### src/rtl/pm_pkg.sv
// Shared constants and the condition code type of the pattern match engine.
package pm_pkg;
    localparam int SLICES    = 8;
    localparam int CH_W      = $clog2(SLICES);
    localparam int DATA_W    = 32;
    localparam int FIELD_LSB = 8;

    typedef enum logic [2:0] {
        COND_ALWAYS = 3'd0,
        COND_RISE   = 3'd1,
        COND_FALL   = 3'd2,
        COND_EDGE   = 3'd3,
        COND_HIGH   = 3'd4,
        COND_LOW    = 3'd5,
        COND_NEVER  = 3'd6,
        COND_EVENT  = 3'd7
    } cond_e;

    localparam logic [1:0] ADDR_CTRL = 2'd0;
    localparam logic [1:0] ADDR_SRC  = 2'd1;
    localparam logic [1:0] ADDR_CFG  = 2'd2;
endpackage

### src/rtl/pm_regs.sv
// Register file: control, per-slice channel select, per-slice condition and end flags.
// Assumes FIELD_LSB + SLICES*CH_W == DATA_W and SLICES + 2 <= FIELD_LSB + SLICES... (8 slices of 3 bits).
module pm_regs
    import pm_pkg::*;
#(
    parameter int N  = SLICES,
    parameter int CW = CH_W,
    parameter int DW = DATA_W
) (
    input  logic             clk,
    input  logic             rst_n,
    input  logic             we,
    input  logic [1:0]       addr,
    input  logic [DW-1:0]    wdata,
    input  logic [N-1:0]     term_state,
    output logic [DW-1:0]    rdata,
    output logic             sel_en,
    output logic             rx_en,
    output logic [N*CW-1:0]  chan_sel,
    output logic [N*3-1:0]   cond_sel,
    output logic [N-1:0]     endpt,
    output logic             cfg_wr
);
    localparam int FW    = N * CW;
    localparam int CTL_Z = DW - N - 2;

    logic [1:0]    ctrl_q;
    logic [FW-1:0] src_q;
    logic [N*3-1:0] cond_q;
    logic [N-2:0]  ep_q;
    logic          reg_unused;

    assign reg_unused = wdata[FIELD_LSB-1];

    // Register writes with reserved bits dropped
    always_ff @(posedge clk) begin
        if (!rst_n) begin
            ctrl_q <= '0;
            src_q  <= '0;
            cond_q <= '0;
            ep_q   <= '0;
        end else if (we) begin
            case (addr)
                ADDR_CTRL: ctrl_q <= wdata[1:0];
                ADDR_SRC:  src_q  <= wdata[DW-1:FIELD_LSB];
                ADDR_CFG: begin
                    cond_q <= wdata[DW-1:FIELD_LSB];
                    ep_q   <= wdata[N-2:0];
                end
                default: ;
            endcase
        end
    end

    // Read multiplexer with reserved bits as zero
    always_comb begin
        case (addr)
            ADDR_CTRL: rdata = {term_state, {CTL_Z{1'b0}}, ctrl_q};
            ADDR_SRC:  rdata = {src_q, {FIELD_LSB{1'b0}}};
            ADDR_CFG:  rdata = {cond_q, 1'b0, ep_q};
            default:   rdata = '0;
        endcase
    end

    assign sel_en   = ctrl_q[0];
    assign rx_en    = ctrl_q[1];
    assign chan_sel = src_q;
    assign cond_sel = cond_q;
    assign endpt    = {1'b1, ep_q};
    assign cfg_wr   = we && (addr == ADDR_SRC || addr == ADDR_CFG);
endmodule

### src/rtl/pm_slice.sv
// One bit slice: selects a channel, evaluates its condition, keeps the sticky edge flag.
// Assumes rise/fall vectors are one-cycle edge indications for all channels.
module pm_slice
    import pm_pkg::*;
#(
    parameter int N  = SLICES,
    parameter int CW = CH_W
) (
    input  logic          clk,
    input  logic          rst_n,
    input  logic [N-1:0]  pins,
    input  logic [N-1:0]  rise,
    input  logic [N-1:0]  fall,
    input  logic [CW-1:0] chan,
    input  logic [2:0]    cond,
    input  logic          clr,
    output logic          match
);
    logic lvl, r, f, edge_hit, sticky_q;
    cond_e code;

    assign code = cond_e'(cond);
    assign lvl  = pins[chan];
    assign r    = rise[chan];
    assign f    = fall[chan];

    // Edge seen this cycle for the sticky codes
    always_comb begin
        case (code)
            COND_RISE: edge_hit = r;
            COND_FALL: edge_hit = f;
            COND_EDGE: edge_hit = r | f;
            default:   edge_hit = 1'b0;
        endcase
    end

    // Sticky flag: clear has priority over a new edge
    always_ff @(posedge clk) begin
        if (!rst_n)        sticky_q <= 1'b0;
        else if (clr)      sticky_q <= 1'b0;
        else if (edge_hit) sticky_q <= 1'b1;
    end

    // Slice match value
    always_comb begin
        case (code)
            COND_ALWAYS: match = 1'b1;
            COND_RISE,
            COND_FALL,
            COND_EDGE:   match = sticky_q | edge_hit;
            COND_HIGH:   match = lvl;
            COND_LOW:    match = ~lvl;
            COND_NEVER:  match = 1'b0;
            default:     match = r | f;
        endcase
    end


    // sticky_set_chk
    sticky_set_chk: assert property (@(posedge clk) disable iff (!rst_n)
        $rose(sticky_q) |-> $past(edge_hit));

    // sticky_clr_chk
    sticky_clr_chk: assert property (@(posedge clk) disable iff (!rst_n)
        $past(clr) |-> !sticky_q);
endmodule

### src/rtl/pm_combine.sv
// Chains slice matches into product terms closed by end flags; reports per-slice consumption.
// Assumes endpt[N-1] is 1 so every slice belongs to a term.
module pm_combine
    import pm_pkg::*;
#(
    parameter int N = SLICES
) (
    input  logic [N-1:0] match,
    input  logic [N-1:0] endpt,
    output logic [N-1:0] term,
    output logic [N-1:0] consumed
);
    // Running AND, emitted and restarted at each end slice
    always_comb begin
        logic acc;
        acc  = 1'b1;
        term = '0;
        for (int j = 0; j < N; j++) begin
            acc = acc & match[j];
            if (endpt[j]) begin
                term[j] = acc;
                acc     = 1'b1;
            end
        end
    end

    // Each slice inherits the value of the term that owns it
    always_comb begin
        logic own;
        own      = 1'b0;
        consumed = '0;
        for (int j = N - 1; j >= 0; j--) begin
            if (endpt[j]) own = term[j];
            consumed[j] = own;
        end
    end
endmodule

### src/rtl/pm_engine.sv
// Top of the bit-slice pattern match engine: edge detection, slice array, term
// combination, registered interrupt lines and the receive-event pulse.
// Assumes pin_i is already synchronized to clk.
module pm_engine
    import pm_pkg::*;
(
    input  logic              clk,
    input  logic              rst_n,
    input  logic [SLICES-1:0] pin_i,
    input  logic              reg_we,
    input  logic [1:0]        reg_addr,
    input  logic [DATA_W-1:0] reg_wdata,
    output logic [DATA_W-1:0] reg_rdata,
    output logic [SLICES-1:0] match_irq,
    output logic              rx_event
);
    logic [SLICES-1:0]      pin_q, rise, fall, match, term, consumed, term_q, endpt;
    logic [SLICES*CH_W-1:0] chan_sel;
    logic [SLICES*3-1:0]    cond_sel;
    logic                   sel_en, rx_en, cfg_wr, rx_q;

    pm_regs u_regs (
        .clk(clk), .rst_n(rst_n), .we(reg_we), .addr(reg_addr), .wdata(reg_wdata),
        .term_state(term_q), .rdata(reg_rdata), .sel_en(sel_en), .rx_en(rx_en),
        .chan_sel(chan_sel), .cond_sel(cond_sel), .endpt(endpt), .cfg_wr(cfg_wr)
    );

    // Pin history for edge detection
    always_ff @(posedge clk) begin
        if (!rst_n) pin_q <= '0;
        else        pin_q <= pin_i;
    end

    assign rise = pin_i & ~pin_q;
    assign fall = ~pin_i & pin_q;

    for (genvar i = 0; i < SLICES; i++) begin : g_slice
        pm_slice u_slice (
            .clk(clk), .rst_n(rst_n), .pins(pin_i), .rise(rise), .fall(fall),
            .chan(chan_sel[i*CH_W +: CH_W]), .cond(cond_sel[i*3 +: 3]),
            .clr(cfg_wr | consumed[i]), .match(match[i])
        );
    end

    pm_combine u_comb (.match(match), .endpt(endpt), .term(term), .consumed(consumed));

    // Registered term state, gated interrupts and event pulse
    always_ff @(posedge clk) begin
        if (!rst_n) begin
            term_q    <= '0;
            match_irq <= '0;
            rx_q      <= 1'b0;
        end else begin
            term_q    <= term;
            match_irq <= sel_en ? term : '0;
            rx_q      <= rx_en & (|term) & ~(|term_q);
        end
    end

    assign rx_event = rx_q;


    // rx_single_chk
    rx_single_chk: assert property (@(posedge clk) disable iff (!rst_n)
        rx_event |=> !rx_event);

    // rx_enable_chk
    rx_enable_chk: assert property (@(posedge clk) disable iff (!rst_n)
        rx_event |-> $past(rx_en));

    // irq_gate_chk
    irq_gate_chk: assert property (@(posedge clk) disable iff (!rst_n)
        !$past(sel_en) |-> (match_irq == '0));
endmodule

### config.mk
export PLATFORM = sky130hd
export DESIGN_NAME = pm_engine
export DESIGN_NICKNAME = d
export VERILOG_FILES = /design/src/rtl/pm_pkg.sv /design/src/rtl/pm_regs.sv /design/src/rtl/pm_slice.sv /design/src/rtl/pm_combine.sv /design/src/rtl/pm_engine.sv
export SDC_FILE = /design/constraint.sdc
export NUM_CORES = 1
export LEC_CHECK = 0
export BUFFER_PORTS_ARGS = -buffer_cell sky130_fd_sc_hd__buf_2
export CAP_MARGIN = 10
export CORE_AREA = 5 5 109 111
export DETAILED_ROUTE_END_ITERATION = 7
export DIE_AREA = 0 0 114 116
export PLACE_DENSITY = 0.8
export SYNTH_ARGS = -nofsm -noshare
export SYNTH_HDL_FRONTEND = slang
export SYNTH_SLANG_ARGS = --single-unit
export TNS_END_PERCENT = 5
### constraint.sdc
create_clock -name clk -period 3.5 [get_ports clk]
set_clock_uncertainty 0.15 [all_clocks]
set_input_delay 0.525 -clock clk [delete_from_list [all_inputs] [get_ports clk]]
set_output_delay 0.525 -clock clk [all_outputs]
set_load 0.005 [all_outputs]
**Word-level counts from Yosys, hierarchy flattened**

Index checks and enable logic that the tools add are counted.

- Register bits: 90
- Input port bits: 45
- Output and inout bits: 41
- Word-level logic and storage cells: 240

- Magnitude comparators: 8
- Equality and inequality tests: 50
- Muxes and demuxes: 86
- Bitwise logic cells: 47
- Reductions and logical operators: 33

Operator list:

| operator | count |
|---|---|
| one-hot mux 32 bit (3 select lines) | 1 |
| binary-select mux 1 bit (select 3 bit) | 24 |
| == test 3 bit, second input constant | 24 |
| == test 3 x 2 -> 1 bit, second input constant | 16 |
| 2-to-1 mux 1 bit | 45 |
| one-hot mux 1 bit (5 select lines) | 8 |
| < comparator 3 x 4 -> 1 bit, second input constant | 8 |
| == test 3 x 1 -> 1 bit, second input constant | 8 |
| zero test 3 bit | 8 |
| OR 1 bit | 24 |
| one-hot mux 1 bit (3 select lines) | 8 |
| OR reduction 3 bit | 8 |
| AND 8 bit | 2 |
| NOT 8 bit | 2 |
| OR reduction 2 bit | 8 |
| OR reduction 8 bit | 2 |
| NOT 1 bit | 10 |
| AND 1 bit | 9 |
| AND reduction 2 bit | 4 |
| == test 2 x 1 -> 1 bit, second input constant | 1 |
| == test 2 bit, second input constant | 1 |
| zero test 2 bit | 1 |
| logical AND 1 bit | 1 |
| logical OR 1 bit | 1 |

**Longest topological paths before layout**

Gate-level depths: netlist (run 1).

- Depth in word-level cells: 31
- Depth in mapped cells: 10
- Depth with buffers taken out: 9

**Hierarchy**

From an unflattened synthesis (run 1), not the netlist that was laid out.

- Cells, all modules: 642
- Area, all modules: 6,635.1 um^2

Modules (own cells, without submodules):

| module | instances | cells an instance | area each (um^2) | sequential area each (um^2) |
|---|---|---|---|---|
| pm_regs | 1 | 338 | 3,036.7 | 1,141.1 |
| pm_slice | 8 | 22 | 302.8 | 20.0 |
| pm_engine | 1 | 81 | 862.1 | 500.5 |
| pm_combine | 1 | 47 | 314.1 | 0.0 |

**Worst setup path after synthesis (run 1)**

OpenSTA, ideal clock, no wires.

- Kind: in2reg
- Start point: in pin_i[5]
- End point: reg rx_q, in the netlist rx_event
- Library setup time: 0.143 ns
- Arrival time: 2.680 ns
- Data required time: 3.207 ns
- Path slack: 0.527 ns
- Cell stages on the path: 10
- Path buffers: 1
- Cells stage by stage: buf_2 -> mux4_2 -> o22ai_1 -> mux2i_1 -> o31ai_1 -> o32ai_2 -> a21oi_2 -> a221o_1 -> nor3b_1 -> a41oi_1

- Word-level cells in the longest chain between the ends: 25
- Elaborated cells on any way between the ends: 115
- Classes of those cells: mux (78); bitwise (36); reduce/logical (1)

Ends and longest elaborated chain:

| element | RTL line | source |
|---|---|---|
| start: declaration | pm_engine.sv:9 | `input logic [SLICES-1:0] pin_i,` |
| NOT 8 bit | pm_engine.sv:35 | `assign fall = ~pin_i & pin_q;` |
| AND 8 bit | pm_engine.sv:35 |  |
| binary-select mux 1 bit (select 3 bit) | pm_slice.sv:25 | `assign f = fall[chan];` |
| 2-to-1 mux 1 bit (not written as such) | pm_slice.sv:25 |  |
| OR 1 bit | pm_slice.sv:32, pm_slice.sv:54 |  |
| one-hot mux 1 bit (3 select lines) | pm_slice.sv:29 | `case (code)` |
| OR 1 bit | pm_slice.sv:50 | `COND_EDGE: match = sticky_q \| edge_hit;` |
| one-hot mux 1 bit (5 select lines) | pm_slice.sv:46 | `case (code)` |
| [8 not listed] | -- |  |
| 2-to-1 mux 1 bit | pm_combine.sv:20 | `if (endpt[j]) begin` |
| AND 1 bit | pm_combine.sv:19 | `acc = acc & match[j];` |
| 2-to-1 mux 1 bit | pm_combine.sv:20 |  |
| AND 1 bit | pm_combine.sv:19 |  |
| 2-to-1 mux 1 bit | pm_combine.sv:20 |  |
| AND 1 bit | pm_combine.sv:19 |  |
| OR reduction 8 bit * | pm_engine.sv:56 | `rx_q <= rx_en & (\|term) & ~(\|term_q);` |
| AND 1 bit * (2 in series) | pm_engine.sv:56 |  |
| end signal: assignment | pm_engine.sv:56 |  |
| end: declaration | pm_engine.sv:20 | `logic sel_en, rx_en, cfg_wr, rx_q;` |

Mark *: on every way between the ends. The rest lies on a longest branch, timed or not. The select of a mux whose other input is x is not followed.
A chain may end at the register's enable or synchronous reset.

**Worst setup path after layout (run 1)**

- Start point: reg u_regs.src_q[0], in the netlist u_regs.chan_sel[0]
- End point: reg g_slice[0].u_slice.sticky_q

- Word-level cells in the longest chain between the ends: 29
- Elaborated cells on any way between the ends: 41
- Classes of those cells: mux (29); bitwise (11); reduce/logical (1)

Ends and longest elaborated chain:

| element | RTL line | source |
|---|---|---|
| start: declaration | pm_regs.sv:28 | `logic [FW-1:0] src_q;` |
| start signal: assignment | pm_regs.sv:45 | `ADDR_SRC: src_q <= wdata[DW-1:FIELD_LSB];` |
| binary-select mux 1 bit (select 3 bit) (on tied branches) | pm_slice.sv:24, pm_slice.sv:25 |  |
| 2-to-1 mux 1 bit (on tied branches) | pm_slice.sv:24, pm_slice.sv:25 |  |
| OR 1 bit | pm_slice.sv:32, pm_slice.sv:54 |  |
| one-hot mux 1 bit (3 select lines) | pm_slice.sv:29 |  |
| OR 1 bit | pm_slice.sv:50 |  |
| one-hot mux 1 bit (5 select lines) | pm_slice.sv:46 |  |
| 2-to-1 mux 1 bit | pm_combine.sv:20 |  |
| AND 1 bit | pm_combine.sv:19 |  |
| [7 not listed] | -- |  |
| AND 1 bit | pm_combine.sv:19 |  |
| 2-to-1 mux 1 bit | pm_combine.sv:20 |  |
| AND 1 bit | pm_combine.sv:19 |  |
| 2-to-1 mux 1 bit | pm_combine.sv:20 |  |
| AND 1 bit | pm_combine.sv:19 |  |
| 2-to-1 mux 1 bit (7 in series) | pm_combine.sv:33 | `if (endpt[j]) own = term[j];` |
| OR 1 bit | pm_engine.sv:41 | `.clr(cfg_wr \| consumed[i]), .match(match[i])` |
| OR reduction 2 bit (no line) | -- |  |
| end signal: assignment | pm_slice.sv:39 | `if (!rst_n) sticky_q <= 1'b0;` |
| end signal: assignment | pm_slice.sv:40 | `else if (clr) sticky_q <= 1'b0;` |
| end signal: assignment | pm_slice.sv:41 | `else if (edge_hit) sticky_q <= 1'b1;` |
| end: declaration | pm_slice.sv:19 | `logic lvl, r, f, edge_hit, sticky_q;` |

Several ways; a longest one is shown, not always the timed one. The select of a mux whose other input is x is not followed.

==> qor.yml, run 1 <==
clock_sinks: 90
placed_area_sq_um: 6794
antenna_found_initial: 0
ant_nets: 0
crit_top_cell: "buf_4"
port_buffers: 83
die_x_um: 114
yosys_register_bits: 90
cts-resized-gates: 0
crit_fanout: 8
max-cap-violations: 0
start_util: 0.5802
die_area_sq_um: 13220
setup_viol: 0
synth_top_area_frac: 0.2903
critPathKind: "reg -> reg"
worstPathArrival_ns: 3.38
clk_latency_ns: 0.37
crit_chain: "buf_4 -> or4b_1 -> a41oi_1 -> o21ai_1 -> a31oi_1 -> o32ai_2 -> buf_4 -> a21o_4 -> a21oi_2 -> nor2b_1 -> a211oi_1"
maxSlewViolCount: 0
synth_most_common_cell: "nand2_1"
hpwlAfterDp_mm: 13.99
synth_edf_count: 0
post_drt_via_cell_ratio: 6.579
core_area_sq_um: 10700
wl_per_cell_um: 20.41
yosys_most_used_dff: "dfxtp_1"
grt_pass1_wl_mm: 30.31
synthArstFlopShare: 0
antennaDiodeCount: 0
post_cts_buffers: 0
fill_cells: 882
seq_area_frac_synth: 0.2903
status: "complete, no violations"
critPathCaptureType: "flop"
syn_area_sq_um: 6207
h-tree-depth: 3
setup.worst_path.start_class: "flop"
maxSlewHeadroom: 0.2604
drc: 0
min_period_ns: 3.273
clock_path_buffers: 2
tightest_slew_ns: 1.109
syn2layout_area_growth_pct: 12.50
syn_nets: 775
syn_inst: 726
drt_iter0_markers: 691
grt_pass1_vias: 5885
cts_buffers: 9
rows: 38
globalplace.congestion: 0.9681
synth_common_cells: "133 x nand2_1, 90 x dfxtp_1, 69 x a21oi_1, 62 x nor2_1, 52 x clkbuf_1"
drtPass1Iterations: 6
rsz0062_at_grt: "false"
die_y_um: 116
yosys_warnings: 0
synth_cell_type_count: 66
grt_max_degree: 65
ctsHoldBuffers: 0
min_path_type: "in -> reg"
p_per_area_nw_per_um2: 330.6
synthTopCellsByArea: "dfxtp_1 29%, mux4_2 19%, nand2_1 8.0%"
critPathSlowestCell: "or4b_1"
worst_path_largest_cell_delay_ns: 0.54
track_usage: 0.2891
nets: 836
p_leak_nw: 2.555
route.vias.total: 6132
hold_viol: 0
fin_crit_sh: 0.9353
cp.required_ns: 3.60
path_clk_slew_ns: 0.10
synth_largest_area_cell: "dfxtp_1"
avgSynthCellArea_sq_um: 8.550
finalSetupTns_ns: 0
io_pins: 86
drive_gt1_frac: 0.2563
cts_root_buffer: "clkbuf_8"
max_freq_mhz: 305.5
design_area_sq_um: 6983
grt_overflow_total: 0
wirelength_mm: 19.02
cts_tree: "done"
peakVddDrop_uv: 190.5
area by class of cell:
class                   count  area, sq um  share of cell area
multi-input cells         550         4060              0.5814
flip-flops and latches     90         1802              0.2580
repair buffers            121        700.7              0.1003
well taps                 140        175.2             0.02509
clock buffers              12        155.1             0.02222
inverters                  15        56.30            0.008063
clock inverters             4        33.78            0.004838
report_power, final:
part | internal [W] | leakage [nW] | total [W] | switching (W)
sequential | 0.00106 | 0.732 | 0.00112 | 0.0000651
clock | 0.000303 | 0.0932 | 0.000705 | 0.000402
combinational | 0.000223 | 1.73 | 0.000484 | 0.000261
total | 0.00158 | 2.55 | 0.00231 | 0.000728
metrics by stage:
| step | setup WS [ns] | total power, W | std cells | utilization | hold slack, ns |
|---|---|---|---|---|---|
| 6_report | 0.2265 | 0.002309 | 932 | 0.6527 | 0.2310 |
| 5_1_grt | 0.06576 | 0.002400 | 932 | 0.6527 | 0.2330 |
| 4_1_cts | 0.2487 | 0.002297 | 932 | 0.6527 | 0.2260 |
| 3_5_place_dp | -0.05433 | 0.001616 | 916 | 0.6351 | 0.3234 |
| 3_3_place_gp | 0.07554 | 0.001594 | 916 | 0.6351 | 0.3102 |
| 2_1_floorplan | 0.5270 | 0.001449 | 726 | - | 0.2944 |
metal layers:
metal  vias up  global-route usage  routed length [um]  part of all wire
met5         -                   0                   0                 0
met4         0              0.1291                 685             0.036
met3        58             0.05849                1989              0.10
met2       366              0.4793                9179              0.48
met1      2953              0.3675                7167              0.38
li1       2755                   -                   -                 -
cells in the final DEF, fill, tap and decap left out, drive strengths merged, types with 3 or more instances in the layout:
cell	n
nor4	4
nor3	9
dfxtp	90
a221oi	3
a21oi	71
nand2	133
a222oi	8
o22ai	6
nand3	6
nor2b	21
and2b	3
inv	16
o211ai	8
nor3b	4
or4bb	4
o21ai	14
nor2	62
mux2i	12
ha	4
clkbuf	12
mux4	53
xor2	9
and2	18
a32oi	3
a41oi	5
nand2b	20
a22oi	22
a31oi	4
buf	121
o31ai	3
a211oi	8
worst max-delay path: cells and delay by family (launching register included):
family / cells / cell delay [ns]
buffers and inverters: 2 / 0.37
flip-flops: 1 / 0.39
AND/OR/NAND/NOR: 2 / 0.85
AO/OA/AOI/OAI: 7 / 1.39
kinds of logic after synthesis:
logic type,after synthesis,synth area share
compound gates,172,0.1909
xor+xnor,9,0.01270
fa+ha+maj,4,0.008063
buf+inv,86,0.05563
flops,90,0.2903
mux,67,0.2165
other cells,1,0.0006041
simple gates,297,0.2254
registers in the layout (all words and copies together), names as in the netlist:
signal                    flops
u_regs.ctrl_q                 2
g_slice.u_slice.sticky_q      8
u_regs.chan_sel              24
term_q                        8
pin_q                         8
u_regs.ep_q                   7
u_regs.cond_sel              24
match_irq                     8
rx_event                      1
worst paths after layout:
kind | startpoint | end | slack, ns | cells past startpoint
min reg2reg | u_regs.ctrl_q[1] | u_regs.ctrl_q[1] | 0.34 | 2
max reg2reg | u_regs.chan_sel[0] | g_slice[0].u_slice.sticky_q | 0.23 | 11
min | reg_wdata[5] | u_regs.ep_q[5] | 0.23 | 3
max | u_regs.chan_sel[0] | g_slice[0].u_slice.sticky_q | 0.23 | 11
(Power assumes the default switching activity.)
==> run 2: changes to the inputs <==
==> constraint.sdc (replaced) <==
create_clock -name clk -period 3.5 [get_ports clk]
set_clock_uncertainty 0.15 [all_clocks]
set_input_delay 0.175 -clock clk [delete_from_list [all_inputs] [get_ports clk]]
set_output_delay 0.175 -clock clk [all_outputs]
set_load 0.005 [all_outputs]
==> run 2 against run 1 <==
Compared with the run above:
- count of clock-buffer cells in the layout rose by 2
- sequential share of layout area fell by 0.83 points
- combinational power rose by 5.2%
- worst setup slack got worse by 0.064 ns
- global-route usage rose by 1.3 points
- critical path depth rose by 1
- non-clock buffer count rose by 22
- via count rose by 1.4%
- utilization rose by 2.2 points
- largest power group unchanged
- highest routed layer unchanged
==> qor.yml, run 2 (synthesis results as in run 1) <==
io_pins: 86  # unchanged
fin_util: 0.6749  # was 0.6527
grt_overflow_total: 0  # unchanged
nets: 858  # was 836
drt_iter0_markers: 683  # was 691
grt_pass1_vias: 6186  # was 5885
hold_viol: 0  # unchanged
wl_met2_mm: 9.472  # was 9.179 mm
p_per_area_nw_per_um2: 318.7  # was 330.6 nW/um^2
hold_end: "pin_q[1]"  # was u_regs.ep_q[5]
fill_cells: 921  # was 882
setup_viol: 0  # unchanged
core_area_sq_um: 10700  # unchanged
crit_fanout: 9  # was 8
cts_tree: "done"  # unchanged
drtPass1Iterations: 7  # was 6
place_inst: 905  # was 916
final_cell_mix: "133 x nand2_1, 89 x dfxtp_1, 83 x buf_2"  # was 133 x nand2_1, 90 x dfxtp_1, 83 x buf_2
min_path_type: "in -> reg"  # unchanged
cts_root_buffer: "clkbuf_8"  # unchanged
h-tree-depth: 3  # unchanged
r2r-start: "pin_q[4]"  # was u_regs.chan_sel[0]
worstPathArrival_ns: 3.44  # was 3.38 ns
die_y_um: 116  # unchanged
drive_gt1_frac: 0.2349  # was 0.2563
r2r-end: "g_slice[0].u_slice.sticky_q"  # unchanged
clk_latency_ns: 0.38  # was 0.37 ns
globalplace.congestion: 0.9260  # was 0.9681
clock_path_buffers: 2  # unchanged
track_usage: 0.3020  # was 0.2891
worst_path_largest_cell_delay_ns: 0.53  # was 0.54 ns
tightest_slew_ns: 1.210  # was 1.109 ns
routed.top_layer: "met4"  # unchanged
die_x_um: 114  # unchanged
maxSlewViolCount: 0  # unchanged
clock_sinks: 90  # unchanged
crit_chain: "dlygate4sd3_1 -> buf_2 -> nand2b_1 -> mux4_2 -> mux2_2 -> a311oi_2 -> o32ai_2 -> buf_4 -> a21o_4 -> a21oi_2 -> nor2b_1 -> a211oi_1"  # was buf_4 -> or4b_1 -> a41oi_1 -> o21ai_1 -> a31oi_1 -> o32ai_2 -> buf_4 -> a21o_4 -> a21oi_2 -> nor2b_1 -> a211oi_1
rr_worst_depth: 10  # was 11
grt_pass1_wl_mm: 31.41  # was 30.31 mm
peakVddDrop_uv: 190.2  # was 190.5 uV
wirelength_mm: 19.54  # was 19.02 mm
die_area_sq_um: 13220  # unchanged
finalSetupTns_ns: 0  # unchanged
ant_nets: 0  # unchanged
antennaDiodeCount: 0  # unchanged
final_common_cell: "nand2_1"  # unchanged
setup.worst_path.start_class: "input pin"  # was flop
hold_ws_ns: 0.01145  # was 0.2310 ns
min_period_ns: 3.338  # was 3.273 ns
max_freq_mhz: 299.6  # was 305.5 MHz
wl_met3_mm: 2.062  # was 1.989 mm
p_leak_nw: 2.641  # was 2.555 nW
syn2layout_area_growth_pct: 16.31  # was 12.50%
critPathCaptureType: "flop"  # unchanged
status: "complete, no violations"  # unchanged
fin_crit_sh: 0.9536  # was 0.9353
antenna_found_initial: 0  # unchanged
wl_per_cell_um: 20.50  # was 20.41 um
critPathSlowestCell: "dlygate4sd3_1"  # was or4b_1
rsz0062_at_grt: "false"  # unchanged
rows: 38  # unchanged
route.vias.total: 6218  # was 6132
r2r_slack_ns: 0.21  # was 0.23 ns
maxSlewHeadroom: 0.1912  # was 0.2604
cp.required_ns: 3.60  # about the same
wl_met1_mm: 7.124  # was 7.167 mm
critPathKind: "in -> reg"  # was reg -> reg
drc: 0  # unchanged
max-cap-violations: 0  # unchanged
path_clk_slew_ns: 0.09  # was 0.10 ns
post_cts_buffers: 0  # unchanged
min_from: "pin_i[1]"  # was reg_wdata[5]
cts_buffers: 9  # unchanged
grt_max_degree: 66  # was 65
final-instance-count-excl-fill: 953  # was 932
post_drt_via_cell_ratio: 6.525  # was 6.579
start_util: 0.5802  # unchanged
worstHoldPathCells: 2  # was 3
hpwlAfterDp_mm: 14.06  # was 13.99 mm
port_buffers: 83  # unchanged
[run 2: worst max-delay path by stage]
stage | from | endpoint | slack (ns) | cells after the start
2_1_floorplan | u_regs.chan_sel[1] | rx_event | 0.60 | 10
3_3_place_gp | u_regs.chan_sel[1] | rx_event | 0.26 | 10
3_5_place_dp | u_regs.chan_sel[1] | rx_event | 0.20 | 10
4_1_cts | pin_i[6] | rx_event | 0.16 | 12
5_1_grt | pin_i[6] | rx_event | 0.02 | 12
6_report | pin_i[6] | g_slice[0].u_slice.sticky_q | 0.16 | 12
[run 2: layout make-up]
type                            instances  area, sq um  area share
Clock buffer                           14        162.7     0.02253
Clock inverter                          1        8.758    0.001213
Inverter                               15        56.30    0.007799
Multi-Input combinational cell        550         4065      0.5631
Sequential cell                        90         1803      0.2497
Tap cell                              140        175.2     0.02426
Timing Repair Buffer                  143        948.4      0.1314
[run 2: worst max-delay path: cells and delay by family]
family	cells	cell delay (ns)
buffers and inverters	3	0.90
AO/OA/AOI/OAI	5	1.01
AND/OR/NAND/NOR	2	0.54
multiplexers	2	0.80
[run 2: stage by stage]
stage | area, sq um | setup WS, ns | total power (W)
final | 7219 | 0.1624 | 0.002301
after global routing | 7219 | 0.02149 | 0.002385
after CTS | 7213 | 0.1605 | 0.002291
after detailed placement | 6711 | 0.2000 | 0.001608
after global placement | 6711 | 0.2595 | 0.001590
after floorplan | 6207 | 0.6049 | 0.001449
[run 2: routing by layer]
| layer | global-route usage | vias to the layer above |
|---|---|---|
| li1 | - | 2788 |
| met1 | 0.3649 | 2933 |
| met2 | 0.5156 | 423 |
| met3 | 0.06057 | 74 |
| met4 | 0.1496 | 0 |
| met5 | 0 | - |
[run 2: where the power goes]
group          total (W)  internal [W]  switching, W
Clock           0.000675      0.000298      0.000378
Combinational   0.000509      0.000240      0.000269
Sequential       0.00112       0.00106     0.0000606
[run 2: repair_timing]
item | 4_1_cts | 5_1_grt
setup endpoints to repair | 0 | 2
hold buffers | 33 | 0
resized for setup | 0 | 2
hold endpoints to repair | 58 | 0
==> run 3: changes to the inputs <==
--- a/config.mk
+++ b/config.mk
@@ -7,9 +7,9 @@
 export LEC_CHECK = 0
 export BUFFER_PORTS_ARGS = -buffer_cell sky130_fd_sc_hd__buf_2
 export CAP_MARGIN = 10
-export CORE_AREA = 5 5 109 111
+export CORE_AREA = 5 5 139 88
 export DETAILED_ROUTE_END_ITERATION = 7
-export DIE_AREA = 0 0 114 116
+export DIE_AREA = 0 0 144 93
 export PLACE_DENSITY = 0.8
 export SYNTH_ARGS = -nofsm -noshare
 export SYNTH_HDL_FRONTEND = slang
==> run 3 against run 2 <==
Compared with the run above:
- critical path depth shrank 4
- sequential share of layout area is 0.44 points lower
- total power is 12% higher
- global-route usage rose by 1.1 points
- largest power group unchanged
==> qor.yml, run 3 (synthesis results as in run 1) <==
status: "complete, no violations"  # unchanged
finalSetupTns_ns: 0  # unchanged
globalplace.congestion: 0.9941  # was 0.9260
p_leak_nw: 2.700  # was 2.641 nW
min_period_ns: 3.368  # was 3.338 ns
drc: 0  # unchanged
cts_buffers: 9  # unchanged
hold_viol: 0  # unchanged
grt_pass1_wl_mm: 32.60  # was 31.41 mm
cp.required_ns: 3.54  # was 3.60 ns
rows: 30  # was 38
drtPass1Iterations: 6  # was 7
start_util: 0.5683  # was 0.5802
die_y_um: 93  # was 116 um
min_path_type: "in -> reg"  # unchanged
max-cap-violations: 0  # unchanged
antennaDiodeCount: 0  # unchanged
maxSlewViolCount: 0  # unchanged
fin_crit_sh: 0.9624  # was 0.9536
io_pins: 86  # unchanged
clock_sinks: 90  # unchanged
grt_overflow_total: 0  # unchanged
maxSlewHeadroom: 0.2624  # was 0.1912
route.vias.total: 6337  # was 6218
worst_path_largest_cell_delay_ns: 0.61  # was 0.53 ns
die_area_sq_um: 13390  # was 13220 sq um
ant_nets: 0  # unchanged
critPathCaptureType: "flop"  # unchanged
clock_path_buffers: 2  # unchanged
drive_gt1_frac: 0.2402  # was 0.2349
setup_ws_ns: 0.1315  # was 0.1624 ns
core_area_sq_um: 10920  # was 10700 sq um
top_usage_layer: "met1"  # was met2
grt_max_degree: 65  # was 66
cts_root_buffer: "clkbuf_16"  # was clkbuf_8
path_clk_slew_ns: 0.07  # was 0.09 ns
track_usage: 0.3133  # was 0.3020
port_buffers: 83  # unchanged
multiInputGateArea_sq_um: 4063  # was 4065 sq um
drt_iter0_markers: 1014  # was 683
setup_viol: 0  # unchanged
syn2layout_area_growth_pct: 18.32  # was 16.31%
rsz0062_at_grt: "false"  # unchanged
final-seq-area_sq_um: 1802  # was 1803 sq um
finalPower_w: 0.002581  # was 0.002301 W
h-tree-depth: 3  # unchanged
hpwlAfterDp_mm: 15.24  # was 14.06 mm
p_per_area_nw_per_um2: 351.3  # was 318.7 nW/um^2
setup.worst_path.start_class: "flop"  # was input pin
final_common_cell: "nand2_1"  # unchanged
crit_fanout: 7  # was 9
critPathKind: "reg -> reg"  # was in -> reg
post_cts_buffers: 0  # unchanged
fill_cells: 858  # was 921
grt_pass1_vias: 5944  # was 6186
nets: 861  # was 858
antenna_found_initial: 0  # unchanged
wl_per_cell_um: 21.98  # was 20.50 um
grt_use_met2: 0.4423  # was 0.5156
met1_usage: 0.4671  # was 0.3649
max_freq_mhz: 296.9  # was 299.6 MHz
crit_chain: "mux4_2 -> a221oi_1 -> o21ai_0 -> a22oi_1 -> a21oi_2 -> o211ai_1 -> nor3b_1 -> a41oi_1"  # was dlygate4sd3_1 -> buf_2 -> nand2b_1 -> mux4_2 -> mux2_2 -> a311oi_2 -> o32ai_2 -> buf_4 -> a21o_4 -> a21oi_2 -> nor2b_1 -> a211oi_1
final_cell_mix: "133 x nand2_1, 90 x dfxtp_1, 83 x buf_2"  # was 133 x nand2_1, 89 x dfxtp_1, 83 x buf_2
critPathSlowestCell: "dfxtp_1"  # was dlygate4sd3_1
peakVddDrop_uv: 248.5  # was 190.2 uV
worstPathArrival_ns: 3.41  # was 3.44 ns
cts_tree: "done"  # unchanged
hold_ws_ns: 0.04065  # was 0.01145 ns
met3_usage: 0.09913  # was 0.06057
clk_latency_ns: 0.35  # was 0.38 ns
die_x_um: 144  # was 114 um
wirelength_mm: 21.10  # was 19.54 mm
dp_slack_ns: 0.1960  # was 0.2000 ns
tightest_slew_ns: 1.106  # was 1.210 ns
post_drt_via_cell_ratio: 6.601  # was 6.525
-- run 3: cell count changes in the layout (fill, tap and decap cells not counted), sizes merged --
cell and delta:
clkbuf -5, clkinv +3, clkinvlp +1, inv +1, buf +4, dlygate4sd3 -1
-- run 3: repair_timing --
| item | 4_1_cts | 5_1_grt |
|---|---|---|
| hold endpoints to repair | 57 | 0 |
| hold buffers | 32 | 0 |
| setup endpoints to repair | 0 | 3 |
| gates resized for setup | 0 | 1 |
-- run 3: cell type report --
type | instances | area share
clock buffers | 9 | 0.03066
flip-flops and latches | 90 | 0.2453
repair buffers | 146 | 0.1319
inverters | 15 | 0.007666
multi-input cells | 550 | 0.5532
well taps | 144 | 0.02453
clock inverters | 6 | 0.006814
-- run 3: stage by stage --
stage | util | area (sq um) | instances
6_report | 0.6724 | 7345 | 960
4_1_cts | 0.6722 | 7342 | 960
3_5_place_dp | 0.6176 | 6746 | 913
5_1_grt | 0.6724 | 7345 | 960
3_3_place_gp | 0.6176 | 6746 | 913
2_1_floorplan | - | 6207 | 726
-- run 3: routing by layer --
metal | vias up | wire, um
met5 | - | 0
met4 | 0 | 365
met3 | 46 | 3225
met2 | 495 | 8918
met1 | 2992 | 8593
li1 | 2804 | -
-- run 3: power breakdown --
part | switching [W] | leakage [nW] | internal [W]
combinational | 0.000282 | 1.83 | 0.000242
clock | 0.000448 | 0.134 | 0.000488
sequential | 0.0000642 | 0.732 | 0.00106
total | 0.000795 | 2.70 | 0.00179
-- run 3: worst max-delay path: cells and delay by family, from the launching register on --
family | cells | cell delay, ns
compound gates | 6 | 1.57
mux | 1 | 0.61
flops | 1 | 0.61
simple gates | 1 | 0.26
-- run 3: path summary, 6_finish.rpt --
check                         startpoint                     endpoint  slack (ns)  depth (start not counted)
max                   u_regs.chan_sel[6]                     rx_event        0.13                          8
min                             pin_i[2]                     pin_q[2]        0.04                          2
max reg2reg           u_regs.chan_sel[6]                     rx_event        0.13                          8
min reg2reg  g_slice[7].u_slice.sticky_q  g_slice[7].u_slice.sticky_q        0.35                          1
